## src/rtl/serirq_slot.sv

```systemverilog
module serirq_slot #(
  parameter int NUM_FRAMES = 21,
  parameter int START_MIN  = 4,
  parameter int SLOT_W     = $clog2(NUM_FRAMES)
) (
  input  logic              clk,
  input  logic              rst_n,
  input  logic              line_in,
  input  logic              irq_req,
  input  logic [SLOT_W-1:0] slot_sel,
  input  logic              slot_act_low,
  output logic              drv_en,
  output logic              drv_val
);

  localparam int CNT_MAX = (START_MIN > 4) ? START_MIN : 4;
  localparam int CNT_W   = $clog2(CNT_MAX + 1);
  localparam logic [SLOT_W-1:0] LAST_FR = SLOT_W'(NUM_FRAMES - 1);

  localparam logic [1:0] ST_IDLE = 2'd0;
  localparam logic [1:0] ST_DATA = 2'd1;
  localparam logic [1:0] ST_STOP = 2'd2;

  localparam logic [1:0] PH_SMP  = 2'd0;
  localparam logic [1:0] PH_REC  = 2'd1;
  localparam logic [1:0] PH_TRN  = 2'd2;

  logic [1:0]        st, ph;
  logic [SLOT_W-1:0] frame;
  logic [CNT_W-1:0]  lowcnt;
  logic              quiet_q, rep_q, drove_low, start_q;

  logic own, want_low, low_end;

  assign own      = (st == ST_DATA) && (frame == slot_sel);
  assign want_low = slot_act_low ? irq_req : ~irq_req;
  assign low_end  = line_in && (lowcnt != '0);

  assign drv_en  = start_q | (own & (((ph == PH_SMP) & want_low) |
                                     ((ph == PH_REC) & drove_low)));
  assign drv_val = (st == ST_DATA) && (ph == PH_REC);

  always_ff @(posedge clk or negedge rst_n) begin
    if (!rst_n)
      lowcnt <= '0;
    else if (line_in || st == ST_DATA)
      lowcnt <= '0;
    else if (lowcnt != CNT_W'(CNT_MAX))
      lowcnt <= lowcnt + 1'b1;
  end

  always_ff @(posedge clk or negedge rst_n) begin
    if (!rst_n) begin
      st        <= ST_IDLE;
      ph        <= PH_SMP;
      frame     <= '0;
      quiet_q   <= 1'b0;
      rep_q     <= 1'b0;
      drove_low <= 1'b0;
    end else begin
      case (st)
        ST_IDLE: begin
          if (low_end && lowcnt >= CNT_W'(START_MIN)) begin
            st    <= ST_DATA;
            ph    <= PH_SMP;
            frame <= '0;
          end
        end
        ST_DATA: begin
          case (ph)
            PH_SMP: begin
              ph <= PH_REC;
              if (own) begin
                drove_low <= want_low;
                rep_q     <= irq_req;
              end
            end
            PH_REC: ph <= PH_TRN;
            default: begin
              drove_low <= 1'b0;
              ph        <= PH_SMP;
              if (frame == LAST_FR)
                st <= ST_STOP;
              else
                frame <= frame + 1'b1;
            end
          endcase
        end
        ST_STOP: begin
          if (low_end) begin
            st <= ST_IDLE;
            if (lowcnt == CNT_W'(2))
              quiet_q <= 1'b1;
            else if (lowcnt == CNT_W'(3))
              quiet_q <= 1'b0;
          end
        end
        default: st <= ST_IDLE;
      endcase
    end
  end

  always_ff @(posedge clk or negedge rst_n) begin
    if (!rst_n)
      start_q <= 1'b0;
    else
      start_q <= (st == ST_IDLE) && quiet_q && line_in && (lowcnt == '0) &&
                 !start_q && (irq_req != rep_q);
  end

endmodule

```

## config.mk

```make
export PLATFORM = sky130hd
export DESIGN_NAME = serirq_slot
export DESIGN_NICKNAME = d
export VERILOG_FILES = /design/src/rtl/serirq_slot.sv
export SDC_FILE = /design/constraint.sdc
export NUM_CORES = 1
export LEC_CHECK = 0
export BUFFER_PORTS_ARGS = -buffer_cell sky130_fd_sc_hd__buf_2
export CAP_MARGIN = 20
export CORE_ASPECT_RATIO = 0.8
export CORE_UTILIZATION = 45
export CTS_BUF_LIST = sky130_fd_sc_hd__clkbuf_4
export CTS_CLUSTER_DIAMETER = 40
export CTS_CLUSTER_SIZE = 28
export DETAILED_ROUTE_END_ITERATION = 6
export GPL_TIMING_DRIVEN = 0
export SYNTH_ARGS = -nofsm -noshare
export SYNTH_HDL_FRONTEND = slang
export SYNTH_SLANG_ARGS = --single-unit
```

## constraint.sdc

```tcl
create_clock -name clk -period 2.2 [get_ports clk]
set_clock_uncertainty 0.1 [all_clocks]
set_input_delay 0.55 -clock clk [delete_from_list [all_inputs] [get_ports clk]]
set_output_delay 0.55 -clock clk [all_outputs]
set_load 0.05 [all_outputs]
```

# Yosys cells after proc, flatten, opt, wreduce, memory -nomap -nowiden
# Index checks and enable logic that the tools add are counted.
# word_totals
register_bits	16
input_bits	10
wordCells	77
# op_classes
n_addsub	2
n_lt_le_gt_ge	1
eq_ne	15
mux	19
n_bitwise	7
reduce_logical	25
# op_table
operator	count
two-way mux 5 bit	3
two-way mux 2 bit	5
!= test 2 bit, second input constant	5
case mux 5 bit (2 select lines)	1
logical AND 1 bit	9
AND reduction 3 bit	3
case mux 2 bit (2 select lines)	2
AND reduction 4 bit	2
== test 3 x 2 -> 1 bit, second input constant	2
two-way mux 3 bit	2
case mux 2 bit (3 select lines)	1
nonzero test 2 bit	3
adder 5 x 1 -> 5 bit, second input constant	1
== test 5 bit	1
== test 5 bit, second input constant	1
== test 2 x 1 -> 1 bit, second input constant	2
zero test 2 bit	2
two-way mux 1 bit	4
adder 3 x 1 -> 3 bit, second input constant	1
bitwise AND 1 bit	3
>= comparator 3 bit, second input constant	1
zero test 3 bit	1
!= test 3 bit, second input constant	1
nonzero test 3 bit	1
other kinds (10)	12

# Longest topological paths before layout
# Gate-level depths: netlist (run 1).
# logic_depth
depth_word	6
ltp_mapped	6
depth_no_buf	6

# Worst setup path before layout (run 1)
# OpenSTA, ideal clock, no wires.
# synth_path
path_type	in2out
start	input slot_sel[2]
end	output drv_en
t_arrival_ps	1439
required_time_ps	1550
path_slack_ps	111
path_stages	3
path_cell_list	xor2_1 nor3_1 a41o_1
# synth_between
elab_chain_cells	4
# synth_rtl
item	line	source
start, declared	10	input logic [SLOT_W-1:0] slot_sel,
== test 5 bit	35	assign own = (st == ST_DATA) && (frame == slot_sel);
logical AND 1 bit	35	
bitwise AND 1 bit	39	assign drv_en = start_q | (own & (((ph == PH_SMP) & want_low) |
OR 1 bit	39	
end, declared	12	output logic drv_en,
# No other way between the ends.

# Worst setup path in the final report (run 1)
# layout_path
start	register frame[0]
end	output drv_en
# layout_between
elab_chain_cells	4
# layout_rtl
item	line	source
start, declared	29	logic [SLOT_W-1:0] frame;
start signal, assigned	85	frame <= frame + 1'b1;
== test 5 bit	35	
logical AND 1 bit	35	
bitwise AND 1 bit	39	
OR 1 bit	39	
# No other way between the ends.

==> run summary, run 1 <==
RSZ-0062 raised after global routing: no
Max frequency: 0.470 GHz
Crit Path Category: register to output pin
Status: completed
Worst-skew pair later-pin latency: 0.28 ns
Cells after Synth: 105
Total clock sinks: 16
Synth area leaders: dfrtp_1 40%, ha_1 7.4%, xor2_1 6.0%
Largest area contributor in the netlist: dfrtp_1
Slew HR: 0.755
CTS Hold Bufs: 0
DRT iter0 DRCs: 12
Final setup viols: 0
Crit path largest cell delay: 0.45 ns
Drt via density: 5.49
Initial antenna violation count: 0
P per Cell Area: 1130 mW/mm²
Pins Over Slew Limit: 0
Post-synth top area share: 0.395
Diode count: 0
Critical Path RT: 1.55 ns
Post-synth ARST share: 1.00
Crit. End Element: output pin
Largest net degree at the start of global routing: 17
Avg Cell Area, Syn: 9.65 µm²
Count of final hold-check violations: 0
Worst Setup Start Kind: register
Count leader, synth: dfrtp_1
CTS clk-pin slew, worst paths: 0.09 ns
Finished Core Util: 0.570
Die ar.: 0.00245 mm²
Number of synthesized flops with an enable pin: 0
Synthesized cell area: 0.00101 mm²
Pre-antenna DRT Iters: 4
WHS: 0.0640 ns
Placer Congestion: 0.854
Slowest CP cell: dfrtp_2
Synth warnings: 0
Worst Path Max Fanout: 6
First-pass GRT wire length: 3.35 mm
Die W: 55.1 µm
Ports: 12
Nets: 137
Vias in the first global route: 772
Final worst path period share: 0.968
Synth cell count leaders: 16 x dfrtp_1, 9 x nand2_1, 8 x inv_1, 7 x xor2_1
Detailed Place HPWL: 1.51 mm
Crit path cell chain: xor2_1 -> nor3_2 -> a41o_1 -> buf_6
Drt drc: 0
Delay-heaviest family, CP: flip-flops
Detailed Route WL: 1.96 mm
GRT overflow: 0
CP Buf/Inv Count: 1
Clock tree from TritonCTS: done
Chip height: 44.4 µm
Total power: 1.29 mW
Port bufs: 10
CTS Buf Count: 3
Syn nets: 121
Register area share after synthesis: 0.395
Flops & latches, synth: 16
Clock root buffer: clkbuf_4
DR vias: 785
Max-cap viol count: 0
Core ar.: 0.00200 mm²
Maximum vdd drop: 0.000648 V
Cell variety after synth: 36
Initial Utilization: 0.508
Layout cell share with drive strength beyond 1: 0.202
Fin crit period: 2.13 ns
Min-Delay Path Class: input port to async pin
Site row count: 14
Arrival @ worst endpoint: 1.48 ns
Actual slew at the worst max-slew pin: 0.366 ns
Overall Global Routing Usage: 0.195
CTS Buffer Depth: 2
H-tree level count: 1
Synthesis-to-finish area growth: 12.3%
Leakage: 0.546 nW
Top_reg_cell synth: dfrtp_1
Slack of the worst reg-to-reg path: 0.43 ns
Post-route ant nets: 0
WL per Instance: 13.7 µm
[path summary, 6_finish.rpt]
check,start,to,depth (start not counted)
hold reg to reg,quiet_q,quiet_q,2
min in group clk,quiet_q,quiet_q,2
setup reg to reg,frame[1],frame[0],6
max in group asynchronous,rst_n,frame[0],1
setup / recovery,frame[0],drv_en,4
hold / removal,rst_n,drove_low,1
[state kept, by name, summed over array words and instances (netlist names)]
name       flops
frame          5
lowcnt         3
ph             2
st             2
drove_low      1
quiet_q        1
rep_q          1
start_q        1
[layout by cell type, fill, tap and decap left out, types with 2 or more instances in the layout]
master	netlist	routed
buf_4	1	2
nand4b_1	2	2
inv_1	8	8
nand2_1	9	9
ha_1	6	6
dfrtp_1	16	15
nor2_1	5	5
buf_2	2	10
mux2i_1	2	2
nor3_1	5	4
o21ai_0	6	6
a221oi_1	2	2
xor2_1	7	7
nand2b_1	3	3
clkbuf_4	0	4
xnor2_1	3	3
a21oi_1	5	5
nand3_1	3	3
o22ai_1	2	2
[routing by layer]
metal | global-route usage | share of wire | up-vias
met5 | 0 | 0 | -
met4 | 0.0300 | 0 | 0
met3 | 0.0722 | 0.038 | 0
met2 | 0.306 | 0.44 | 11
met1 | 0.262 | 0.52 | 373
li1 | - | - | 401
[where the power goes]
group | switching (mW) | internal [mW] | total [mW]
combinational | 0.322 | 0.275 | 0.597
sequential | 0.144 | 0.404 | 0.548
clock | 0.0820 | 0.0635 | 0.145
[what timing repair did]
item                                   4_1_cts  5_1_grt
endpoints found under the hold margin        0        0
buffers inserted                             1        0
setup endpoints to repair                    1        2
pin swaps                                    1        0
gates resized for setup                      2        3
[stage by stage]
step	cells	setup WS, ns	setup TNS, ns	cell area (µm²)
after global routing	143	0.0144	0	1140
after detailed placement	139	-0.0863	-0.0863	1090
final	143	0.0709	0	1140
after floorplan	105	0.111	0	1010
after global placement	139	-0.0522	-0.0522	1090
after CTS	143	0.0183	0	1130
[logic make-up (layout without fill, tap and decap cells)]
logic type	Yosys count	in the layout	synth area share
XOR/XNOR	10	10	0.0864
AO/OA/AOI/OAI	21	21	0.132
flip-flops	16	16	0.395
multiplexers	3	3	0.0309
AND/OR/NAND/NOR	38	38	0.235
adder cells (fa/ha/maj)	6	6	0.0741
buffers and inverters	11	25	0.0469
[area by class of cell]
type / instances / area, µm²
fillers: 190 / 858
multi-input cells: 78 / 571
flip-flops and latches: 16 / 402
repair buffers: 11 / 66.3
inverters: 8 / 30.0
well taps: 24 / 30.0
clock buffers: 3 / 22.5
plain buffers: 3 / 17.5
[worst reg2reg max path, stage by stage, from the launching register on]
cell and delay [ns]:
dfrtp_1 0.44, inv_1 0.08, ha_1 0.18, and4b_4 0.20, or4b_1 0.45, o21ai_1 0.10, a22o_2 0.16
Note: power is estimated with default switching activity, not from simulation.
==> inputs of run 2 (changes only) <==
--- a/config.mk
+++ b/config.mk
@@ -14,6 +14,7 @@
 export CTS_CLUSTER_SIZE = 28
 export DETAILED_ROUTE_END_ITERATION = 6
 export GPL_TIMING_DRIVEN = 0
+export MAX_ROUTING_LAYER = met4
 export SYNTH_ARGS = -nofsm -noshare
 export SYNTH_HDL_FRONTEND = slang
 export SYNTH_SLANG_ARGS = --single-unit
==> run 2 against run 1 <==
  * Non-clock buffer count stayed put
  * Sequential power barely moved
  * Utilization unchanged
==> run summary, run 2 (same netlist as run 1, synthesis figures left out) <==
Status: completed
RSZ-0062 raised after global routing: no
Fin crit period: 2.13 ns (-0.0000560 ns)
Worst Path Max Fanout: 6 (unchanged)
Critical Path RT: 1.55 ns (about the same)
Sw Pwr: 548 µW (about the same)
Clock tree from TritonCTS: done
DP Cell Count: 139 (unchanged)
Actual slew at the worst max-slew pin: 0.366 ns (+0.0000961 ns)
Internal power: 743 µW (about the same)
Seq pwr share: 0.425 (about the same)
Dpl ws: -0.0863 ns (unchanged)
Drt drc: 0 (unchanged)
Initial Utilization: 0.508 (unchanged)
Max reg flops: 5 (unchanged)
Placer Congestion: 0.868 (+1.6%)
Vias in the first global route: 773 (+0.13%)
First-pass GRT wire length: 3.34 mm (-0.21%)
Final non-filler cell total: 143 (unchanged)
H-tree level count: 1 (unchanged)
Final Instance Area: 0.00114 mm² (unchanged)
CTS clk-pin slew, worst paths: 0.09 ns (about the same)
Total clock sinks: 16 (unchanged)
WHS: 0.0640 ns (-0.0000699 ns)
Setup_tns: 0 ns (unchanged)
Leakage: 0.546 nW (unchanged)
Max-cap viol count: 0 (unchanged)
Ports: 12 (unchanged)
Nets: 137 (unchanged)
CTS Buf Count: 3 (unchanged)
Slew HR: 0.755 (about the same)
Overall Global Routing Usage: 0.201 (+0.00596)
Site row count: 14 (unchanged)
DR vias: 785 (unchanged)
DRT iter0 DRCs: 14 (+2)
Die ar.: 0.00245 mm² (unchanged)
Max frequency: 0.470 GHz (about the same)
Largest net degree at the start of global routing: 17 (unchanged)
Most frequent cells in the layout: 15 x dfrtp_1, 10 x buf_2, 9 x nand2_1, 8 x inv_1, 7 x xor2_1
Crit Path Category: register to output pin
Layout cell share with drive strength beyond 1: 0.202 (unchanged)
GRT overflow: 0 (unchanged)
Chip height: 44.4 µm (unchanged)
Final worst slack: 0.0710 ns (+0.0000560 ns)
Initial antenna violation count: 0 (unchanged)
P per Cell Area: 1130 mW/mm² (about the same)
Final setup viols: 0 (unchanged)
Detailed Place HPWL: 1.51 mm (unchanged)
CTS Hold Bufs: 0 (unchanged)
Pre-antenna DRT Iters: 4 (unchanged)
Clock root buffer: clkbuf_4
Final worst path period share: 0.968 (about the same)
Count of final hold-check violations: 0 (unchanged)
Die W: 55.1 µm (unchanged)
Finished Core Util: 0.570 (unchanged)
Worst-skew pair later-pin latency: 0.28 ns (about the same)
Combinational share of power: 0.462 (about the same)
Drt via density: 5.49 (unchanged)
Post-route ant nets: 0 (unchanged)
Biggest register: frame
WL per Instance: 13.7 µm (+0.15%)
Diode count: 0 (unchanged)
Leading cell type in the layout, fill and taps excluded: dfrtp_1
Min-Delay Path Class: input port to async pin
Sw frac: 0.425 (about the same)
Clock share of power: 0.113 (about the same)
Total power: 1.29 mW (about the same)
Placed Area: 0.00109 mm² (unchanged)
Largest regs: frame: 5 flops, lowcnt: 3 flops
Synthesis-to-finish area growth: 12.3% (unchanged)
Maximum vdd drop: 0.000648 V (about the same)
Crit. End Element: output pin
Core ar.: 0.00200 mm² (unchanged)
Pins Over Slew Limit: 0 (unchanged)
R2R depth: 6 (unchanged)
Detailed Route WL: 1.96 mm (+0.15%)
CTS Buffer Depth: 2 (unchanged)
Arrival @ worst endpoint: 1.48 ns (about the same)
Port bufs: 10 (unchanged)
Worst Setup Start Kind: register
run 2: cell counts in the layout (fill, tap and decap cells not counted):
No cell type changed its count.
run 2: worst paths after layout:
path | start | endpoint | slack, ns
max | frame[0] | drv_en | 0.07
min | rst_n | drove_low | 0.06
max reg2reg | frame[1] | frame[0] | 0.43
min reg2reg | quiet_q | quiet_q | 0.42
max in group asynchronous | rst_n | frame[0] | 1.63
min in group clk | quiet_q | quiet_q | 0.42
run 2: what timing repair did:
item | 4_1_cts | 5_1_grt
setup endpoints to repair | 1 | 2
buffers inserted | 1 | 0
pin swaps | 1 | 0
gates resized for setup | 2 | 3
gates cloned | 0 | 0
run 2: final cells by class:
type                            instances  area, µm²
Clock buffer                            3       22.5
Timing Repair Buffer                   11       66.3
Sequential cell                        16        402
Fill cell                             190        858
Tap cell                               24       30.0
Buffer                                  3       17.5
Multi-Input combinational cell         78        571
Inverter                                8       30.0
run 2: power by group through the flow:
| stage | Clock, mW | Sequential [mW] | Combinational [mW] |
|---|---|---|---|
| floorplan | 0 | 0.513 | 0.462 |
| global placement | 0 | 0.550 | 0.553 |
| detailed placement | 0 | 0.554 | 0.568 |
| CTS | 0.156 | 0.547 | 0.593 |
| global route | 0.167 | 0.568 | 0.678 |
| finish | 0.145 | 0.548 | 0.597 |
run 2: routing by layer:
layer,vias to the layer above,track usage,routed length [µm],part of all wire
li1,401,-,-,-
met1,373,0.262,1020,0.52
met2,11,0.306,862,0.44
met3,0,0.0722,76,0.039
met4,0,0.0300,0,0
met5,-,-,0,0
run 2: worst max-delay path, cell delays in order (launching register included):
cell and delay [ns]:
dfrtp_2 0.45, xor2_1 0.19, nor3_2 0.20, a41o_1 0.21, buf_6 0.16
